### src/rtl/envseq_pkg.sv
package envseq_pkg;
  localparam int IDX_W   = 3;
  localparam int NUM_SEG = (1 << IDX_W) - 1;
  localparam int NUM_IN  = 6;

  // positions in the synchronized input vector
  localparam int IN_GATE = 0;
  localparam int IN_MAN  = 1;
  localparam int IN_ADV  = 2;
  localparam int IN_SUS  = 3;
  localparam int IN_DONE = 4;
  localparam int IN_RUN  = 5;

  typedef struct packed {
    logic load;   // put segment 1 in place
    logic clr;    // return to Ready
    logic adv;    // step to the next segment
  } seqStrobe_t;
endpackage

### src/rtl/envseq_sync.sv
module envseq_sync #(
  parameter int W = 1
) (
  input  logic         clk,
  input  logic         rstN,
  input  logic [W-1:0] din,
  output logic [W-1:0] dout
);
  logic [W-1:0] stage1;
  logic [W-1:0] stage2;

  for (genvar i = 0; i < W; i++) begin : g_bit
    always_ff @(posedge clk or negedge rstN) begin
      if (!rstN) begin
        stage1[i] <= 1'b0;
        stage2[i] <= 1'b0;
      end else begin
        stage1[i] <= din[i];
        stage2[i] <= stage1[i];
      end
    end
  end

  assign dout = stage2;
endmodule

### src/rtl/envseq_ctrl.sv
module envseq_ctrl
  import envseq_pkg::*;
#(
  parameter int REPEAT_DLY = 30000
) (
  input  logic              clk,
  input  logic              rstN,
  input  logic [NUM_IN-1:0] syncIn,
  input  logic [IDX_W-1:0]  segIdx,
  input  logic [IDX_W-1:0]  segCount,
  input  logic              repeatEn,
  input  logic              gateMode,
  output seqStrobe_t        stb
);
  localparam int DLY_W = $clog2(REPEAT_DLY + 1);
  localparam logic [DLY_W-1:0] DLY_LAST = DLY_W'(REPEAT_DLY - 1);
  localparam logic [IDX_W-1:0] MIN_CNT  = IDX_W'(2);
  localparam logic [IDX_W-1:0] FULL_CNT = IDX_W'(NUM_SEG);

  logic gateNow, gatePrev, advPrev, donePrev;
  logic gateRise, gateFall, advRise, doneRise;
  logic loadPend;
  logic [DLY_W-1:0] dlyCnt;
  logic inSeg, susOn, runOn, repFire, advReq;
  logic [IDX_W-1:0] effCnt;
  logic limitOn;

  assign gateNow  = syncIn[IN_GATE] | syncIn[IN_MAN];
  assign susOn    = syncIn[IN_SUS];
  assign runOn    = syncIn[IN_RUN];
  assign gateRise = gateNow & ~gatePrev;
  assign gateFall = ~gateNow & gatePrev;
  assign advRise  = syncIn[IN_ADV] & ~advPrev;
  assign doneRise = syncIn[IN_DONE] & ~donePrev;
  assign inSeg    = (segIdx != '0);

  assign effCnt   = (segCount < MIN_CNT) ? MIN_CNT : segCount;
  assign limitOn  = (effCnt != FULL_CNT);
  assign repFire  = repeatEn && !inSeg && (dlyCnt == DLY_LAST);

  assign advReq = advRise
                | (doneRise & susOn & ~gateNow & inSeg)
                | (gateFall & susOn & inSeg)
                | repFire;

  always_comb begin
    stb = '0;
    if (loadPend)                         stb.load = 1'b1;
    else if (gateRise)                    stb.clr  = 1'b1;
    else if (runOn)                       stb.clr  = 1'b1;
    else if (gateMode && gateFall && inSeg) stb.clr = 1'b1;
    else if (limitOn && segIdx > effCnt)  stb.clr  = 1'b1;
    else if (advReq) begin
      if (limitOn && segIdx == effCnt)    stb.clr  = 1'b1;
      else                                stb.adv  = 1'b1;
    end
  end

  always_ff @(posedge clk or negedge rstN) begin
    if (!rstN) begin
      gatePrev <= 1'b0;
      advPrev  <= 1'b0;
      donePrev <= 1'b0;
      loadPend <= 1'b0;
      dlyCnt   <= '0;
    end else begin
      gatePrev <= gateNow;
      advPrev  <= syncIn[IN_ADV];
      donePrev <= syncIn[IN_DONE];
      loadPend <= gateRise & ~loadPend;
      if (inSeg || loadPend || !repeatEn || repFire) dlyCnt <= '0;
      else                                          dlyCnt <= dlyCnt + 1'b1;
    end
  end
endmodule

### src/rtl/envseq_dp.sv
module envseq_dp
  import envseq_pkg::*;
(
  input  logic               clk,
  input  logic               rstN,
  input  seqStrobe_t         stb,
  output logic [IDX_W-1:0]   segIdx,
  output logic [NUM_SEG-1:0] segOneHot,
  output logic               ready
);
  logic [IDX_W-1:0] cnt;

  always_ff @(posedge clk or negedge rstN) begin
    if (!rstN)         cnt <= '0;
    else if (stb.load) cnt <= IDX_W'(1);
    else if (stb.clr)  cnt <= '0;
    else if (stb.adv)  cnt <= cnt + 1'b1;   // 7 rolls over to Ready
  end

  for (genvar k = 0; k < NUM_SEG; k++) begin : g_sel
    assign segOneHot[k] = (cnt == IDX_W'(k + 1));
  end

  assign segIdx = cnt;
  assign ready  = (cnt == '0);
endmodule

### src/rtl/envseq_top.sv
module envseq_top
  import envseq_pkg::*;
#(
  parameter int REPEAT_DLY = 30000
) (
  input  logic               clk,
  input  logic               rstN,
  input  logic               gateIn,
  input  logic               manGateIn,
  input  logic               advPulse,
  input  logic               sustainActive,
  input  logic               sustainDone,
  input  logic               runawayReq,
  input  logic [IDX_W-1:0]   segCount,
  input  logic               repeatEn,
  input  logic               gateMode,
  output logic [IDX_W-1:0]   segIdx,
  output logic [NUM_SEG-1:0] segOneHot,
  output logic               ready
);
  logic [NUM_IN-1:0] rawIn;
  logic [NUM_IN-1:0] syncIn;
  seqStrobe_t        stb;

  always_comb begin
    rawIn          = '0;
    rawIn[IN_GATE] = gateIn;
    rawIn[IN_MAN]  = manGateIn;
    rawIn[IN_ADV]  = advPulse;
    rawIn[IN_SUS]  = sustainActive;
    rawIn[IN_DONE] = sustainDone;
    rawIn[IN_RUN]  = runawayReq;
  end

  envseq_sync #(.W(NUM_IN)) sync_i (
    .clk(clk), .rstN(rstN), .din(rawIn), .dout(syncIn)
  );

  envseq_ctrl #(.REPEAT_DLY(REPEAT_DLY)) ctrl_i (
    .clk(clk), .rstN(rstN), .syncIn(syncIn), .segIdx(segIdx),
    .segCount(segCount), .repeatEn(repeatEn), .gateMode(gateMode), .stb(stb)
  );

  envseq_dp dp_i (
    .clk(clk), .rstN(rstN), .stb(stb),
    .segIdx(segIdx), .segOneHot(segOneHot), .ready(ready)
  );
endmodule

### config.mk
export PLATFORM = sky130hd
export DESIGN_NAME = envseq_top
export DESIGN_NICKNAME = d
export VERILOG_FILES = /design/src/rtl/envseq_pkg.sv /design/src/rtl/envseq_sync.sv /design/src/rtl/envseq_ctrl.sv /design/src/rtl/envseq_dp.sv /design/src/rtl/envseq_top.sv
export SDC_FILE = /design/constraint.sdc
export NUM_CORES = 1
export LEC_CHECK = 0
export BUFFER_PORTS_ARGS = -buffer_cell sky130_fd_sc_hd__buf_2
export CAP_MARGIN = 25
export CORE_MARGIN = 4
export CORE_UTILIZATION = 55
export CTS_BUF_LIST = sky130_fd_sc_hd__clkbuf_4 sky130_fd_sc_hd__clkbuf_8 sky130_fd_sc_hd__clkbuf_16
export CTS_CLUSTER_DIAMETER = 80
export DETAILED_ROUTE_END_ITERATION = 7
export HOLD_SLACK_MARGIN = 0.15
export PLACE_DENSITY = 0.83
export SLEW_MARGIN = 10
export SYNTH_ARGS = -nofsm -noshare
export SYNTH_HDL_FRONTEND = slang
export SYNTH_HIERARCHICAL = 1
export SYNTH_SLANG_ARGS = --single-unit
### constraint.sdc
create_clock -name clk -period 2.4 [get_ports clk]
set_clock_uncertainty 0.15 [all_clocks]
set_input_delay 0.48 -clock clk [delete_from_list [all_inputs] [get_ports clk]]
set_output_delay 0.48 -clock clk [all_outputs]
set_load 0.1 [all_outputs]
# Yosys cells after proc, flatten, opt, wreduce, memory -nomap -nowiden
# Index checks and enable logic that the tools add are counted.
[classes]
magnitude_cmp = 2
n_addsub = 2
n_mux = 18
n_eq_ne = 10
reduce_logical = 14
n_bitwise = 19
[ops]
columns = ["op", "n"]
rows = [
  ["$add 15x1->15 const B", 1],
  ["$eq 15x15->1 const B", 1],
  ["$mux 15", 1],
  ["$eq 3x3->1 const B", 4],
  ["$mux 3", 4],
  ["$mux 1", 11],
  ["$and 1x1->1", 10],
  ["$eq 3x2->1 const B", 2],
  ["$logic_and 1x1->1", 6],
  ["$reduce_bool 3->1", 2],
  ["$not 1->1", 5],
  ["$mux 2", 2],
  ["$or 1x1->1", 4],
  ["$add 3x1->3 const B", 1],
  ["$eq 3x1->1 const B", 1],
  ["$eq 3x3->1", 1],
  ["$gt 3x3->1", 1],
  ["$logic_not 3->1", 1],
  ["$logic_or 1x1->1", 3],
  ["$lt 3x2->1 const B", 1],
  ["$ne 3x3->1 const B", 1],
  ["$logic_not 1->1", 2],
]
[totals]
inputBits = 13
wordCells = 83
output_inout_bits = 11
regBits = 34

# Depth between registers and ports, before layout
[depth]
ltp_word = 17
ltp_mapped = 10
mapped_depth_nobuf = 10

# By module
# Netlist, hierarchy kept.
[by_module_without_submodules]
columns = ["module", "cells_per_inst", "seq_area_each_um2", "instances", "area_each_um2"]
rows = [
  ["envseq_ctrl", 107, 475.5, 1, 1036.0],
  ["envseq_sync", 12, 300.3, 1, 300.3],
  ["envseq_dp", 24, 75.1, 1, 255.2],
]

# Worst setup path after synthesis
# Ideal clock, no wire load.
[synth_path]
kind = "register to register"
from = "register dp_i.cnt[1], in the netlist dp_i/segIdx[1]"
to = "register dp_i.cnt[2], in the netlist dp_i/segIdx[2]"
setup_slack_ns = -0.405
arrival_ns = 2.543
n_path_buf = 0
synth_period_minus_slack_ns = 2.805
required_time_ns = 2.139
path_stages_with_launch = 9
setup_time_ns = 0.111
path_cell_list = "dfrtp_1 ha_1 nor2b_1 o21ai_0 nand2b_1 a31oi_2 and3_1 nor2_2 a2111oi_2"
[synth_rtl]
columns = ["element", "line_no", "rtl"]
rows = [
  ["from (decl)", "envseq_dp.sv:11", "logic [IDX_W-1:0] cnt;"],
  ["from (signal assigned)", "envseq_dp.sv:17", "else if (stb.adv) cnt <= cnt + 1'b1;"],
]

# Worst setup path in the final report
[layout_path]
from = "register dp_i.cnt[1], in the netlist dp_i/segIdx[1]"
to = "output segOneHot[2]"
[layout_between]
elab_chain_len = 1
[layout_rtl]
columns = ["element", "line_no", "rtl"]
rows = [
  ["$eq 3x2->1", "envseq_dp.sv:21", "assign segOneHot[k] = (cnt == IDX_W'(k + 1));"],
  ["to (decl)", "envseq_top.sv:18", "output logic [NUM_SEG-1:0] segOneHot,"],
]
# No other way between the ends.

==> run metrics <==
run status completed; clk buf depth 2; critical path required time 1.77 ns; CTS Root Cell clkbuf_4; Max Slew Vio Count 0; layout cells sized above 1 25.14%; num rows 19; total of max-cap violations 0; Final setup viols 0; Peak Freq 438.5 MHz; sequential-to-total area share from yosys stat 53.46%; first drt pass iteration count 4; Post-Route WL 2.867 mm; CTS clk-pin slew, worst paths 0.10 ns; htree depth 2; die area 0.003818 mm²; PwrDens 609.8 mW/mm²; WS Path Type reg2out; setup_tns 0 ns; CP Capture Type primary output; Final Hold Viols 0; Post-Syn Nets 166; CP Launch Point dp_i/segIdx[1]; Post-Syn Area 0.001592 mm²; clk_lat worst skew 0.33 ns; Slew @ Worst Pin 0.7082 ns; CTS Sinks 34; dpl cells 196; Final Worst Setup Slack 0.1192 ns; Core ar. 0.002758 mm²; FF-to-FF setup slack 0.15 ns; slowest stage delay, CP 0.44 ns; slowest library cell on the worst path dfrtp_2; TritonCTS clock tree built; Die H 61.79 µm; HP Start sync_i/stage1[5]; Mean Syn Cell Area 11.13 µm²; Ant. Diodes 0; vias in the first global route 1,111; vias per cell 5.327; 1st-iter DRT viols 33; CTS buffer count 5; final worst path period share 95.03%; register bit total from synthesis 34; Finished Cell Area 0.001906 mm²; Hold Path End sync_i/dout[5]; residual DRC count 0; Avg WL per Cell 13.40 µm; GRT overflow 0; sequence of cells on the critical path buf_4 -> ha_1 -> ha_1 -> buf_2; worst-path fanout max 7; Die X 61.79 µm; Nets 205; first-pass GRT wire length 4.919 mm; Ports 24; most used cell along the critical path ha_1; reg2reg start dp_i/segIdx[1]; Hold Crit Class reg2reg; Syn. warnings 6; IR Drop Worst-Case VDD 640.2 µV; Initial Util 57.71%; largest net degree at the start of global routing 35; routed vias 1,140; CP arrival 1.65 ns; Port Buffer Count 23; Unique masters post-synth 34; pre-CTS setup slack -0.05886 ns; Worst slew margin 52.79%; GPL Wtd Cong 0.8144; Global Route Usage Sum 18.22%; Cells after Synth 143; Area growth syn-to-layout 19.73%; Reg2Reg Depth 7; clock period minus worst slack 2.281 ns; leakage 0.9027 nW; post-route ant nets 0; Cells on Worst Hold Path 0; filler-free cell count of the finished design 214; Worst Path Buf+Inv 2; Final HPWL DP 2.053 mm; initial antenna violation count 0; Util after Layout 69.10%; placed cell area 0.001744 mm²; nature of the critical path startpoint register; CP delay by family, top buffers and inverters; worst r2r dst dp_i/segIdx[2]
## cell type report
type / instances / area [µm²]
clock inverter: 1 / 5.005
multi-input combinational: 100 / 706.9
tap: 31 / 38.79
fill: 214 / 852.1
timing repair buffer: 34 / 215.2
sequential: 34 / 854.6
clock buffer: 7 / 58.81
inverter: 7 / 26.28
## kinds of logic after synthesis
logic type,Yosys count,synth area share (%)
AO/OA/AOI/OAI,10,5.424
XOR/XNOR,14,7.705
adder cells (fa/ha/maj),10,7.862
buffers and inverters,9,2.437
flip-flops,34,53.46
multiplexers,1,0.6290
AND/OR/NAND/NOR,65,22.48
## layer usage
metal | global-route usage [%] | part of all wire, % | wire length, µm
met5 | 0 | 0 | 0
met4 | 7.879 | 1.6 | 46
met3 | 5.372 | 5.9 | 169
met2 | 30.64 | 50 | 1436
met1 | 21.73 | 42 | 1215
## cell usage in the layout, fill, tap and decap left out, drive strengths merged, types with 3 or more instances in the layout
| master | n |
|---|---|
| clkbuf | 7 |
| nor2 | 21 |
| inv | 7 |
| dfrtp | 34 |
| xnor2 | 8 |
| buf | 27 |
| and3 | 6 |
| and2b | 3 |
| nand2 | 6 |
| nand3 | 7 |
| nand4 | 4 |
| xor2 | 6 |
| dlygate4sd3 | 7 |
| ha | 10 |
| and2 | 3 |
| nor2b | 3 |
| nor3 | 5 |
## sequential cells by signal, summed over array words and instances, names as in the netlist
signal and flops:
ctrl_i/advPrev 1, sync_i/stage1 6, ctrl_i/donePrev 1, ctrl_i/loadPend 1, ctrl_i/dlyCnt 15, sync_i/dout 6, dp_i/segIdx 3, ctrl_i/gatePrev 1
## worst reg2reg max path, cell delays in order, from the launching register on
cell,delay [ns]
dfrtp_2,0.47
buf_4,0.15
or3_4,0.37
a41o_1,0.26
a31oi_2,0.17
and3_4,0.23
nor2_2,0.04
a2111oi_2,0.32
## synthesized netlist by cell type
master      n  share of area, %
inv_1       7               1.7
ha_1       10               7.9
nor2_1     20               4.7
o21ai_0     1              0.31
nor2b_1     3               1.2
nand2_1     6               1.4
buf_2       1              0.31
a21oi_1     1              0.31
o211ai_1    1              0.47
mux2i_1     1              0.63
nor3_2      1              0.63
nand3_1     7               2.2
o21bai_1    2              0.94
or3_4       1              0.71
and4bb_2    1              0.79
nor4_1      1              0.39
o2111ai_1   1              0.55
nor4b_2     1              0.94
and3_1      6               2.4
a41o_1      1              0.63
o21a_1      1              0.47
and2_1      3               1.2
xor2_1      6               3.3
dfrtp_1    34                53
nand2b_1    2              0.79
a2111oi_2   1              0.94
nor3_1      4               1.3
nand4_1     4               1.6
and4_1      1              0.55
buf_4       1              0.47
a31oi_2     1              0.79
nor2_2      1              0.39
xnor2_1     8               4.4
and2b_1     3               1.4
## metrics by stage
step | power (mW) | hold slack, ns
2_1_floorplan | 0.7798 | 0.03441
3_3_place_gp | 0.8230 | 0.1819
3_5_place_dp | 0.8350 | 0.1871
4_1_cts | 1.174 | 0.1991
5_1_grt | 1.229 | 0.1997
6_report | 1.162 | 0.1972
## how the worst max path moves through the flow
stage	endpoint	slack (ns)	depth (start not counted)
after CTS	segOneHot[4]	0.13	4
final	segOneHot[2]	0.12	4
after global routing	dp_i/segIdx[2]	-0.005	8
after detailed placement	dp_i/segIdx[2]	-0.06	11
after floorplan	dp_i/segIdx[2]	-0.06	8
after global placement	dp_i/segIdx[2]	0.03	11
## where the power goes
part / switching [mW] / total [mW] / leakage (nW) / internal [mW]
registers: 0.0202 / 0.615 / 0.431 / 0.595
logic: 0.156 / 0.219 / 0.433 / 0.0629
clock network: 0.175 / 0.328 / 0.0387 / 0.153
## timing repair
| item | 4_1_cts | 5_1_grt |
|---|---|---|
| hold buffers | 7 | 0 |
| endpoints found under the setup margin | 0 | 2 |
| buffers inserted | 0 | 3 |
| endpoints found under the hold margin | 40 | 0 |
| resized for setup | 0 | 1 |
No activity file was read; power rests on OpenSTA's default activity.
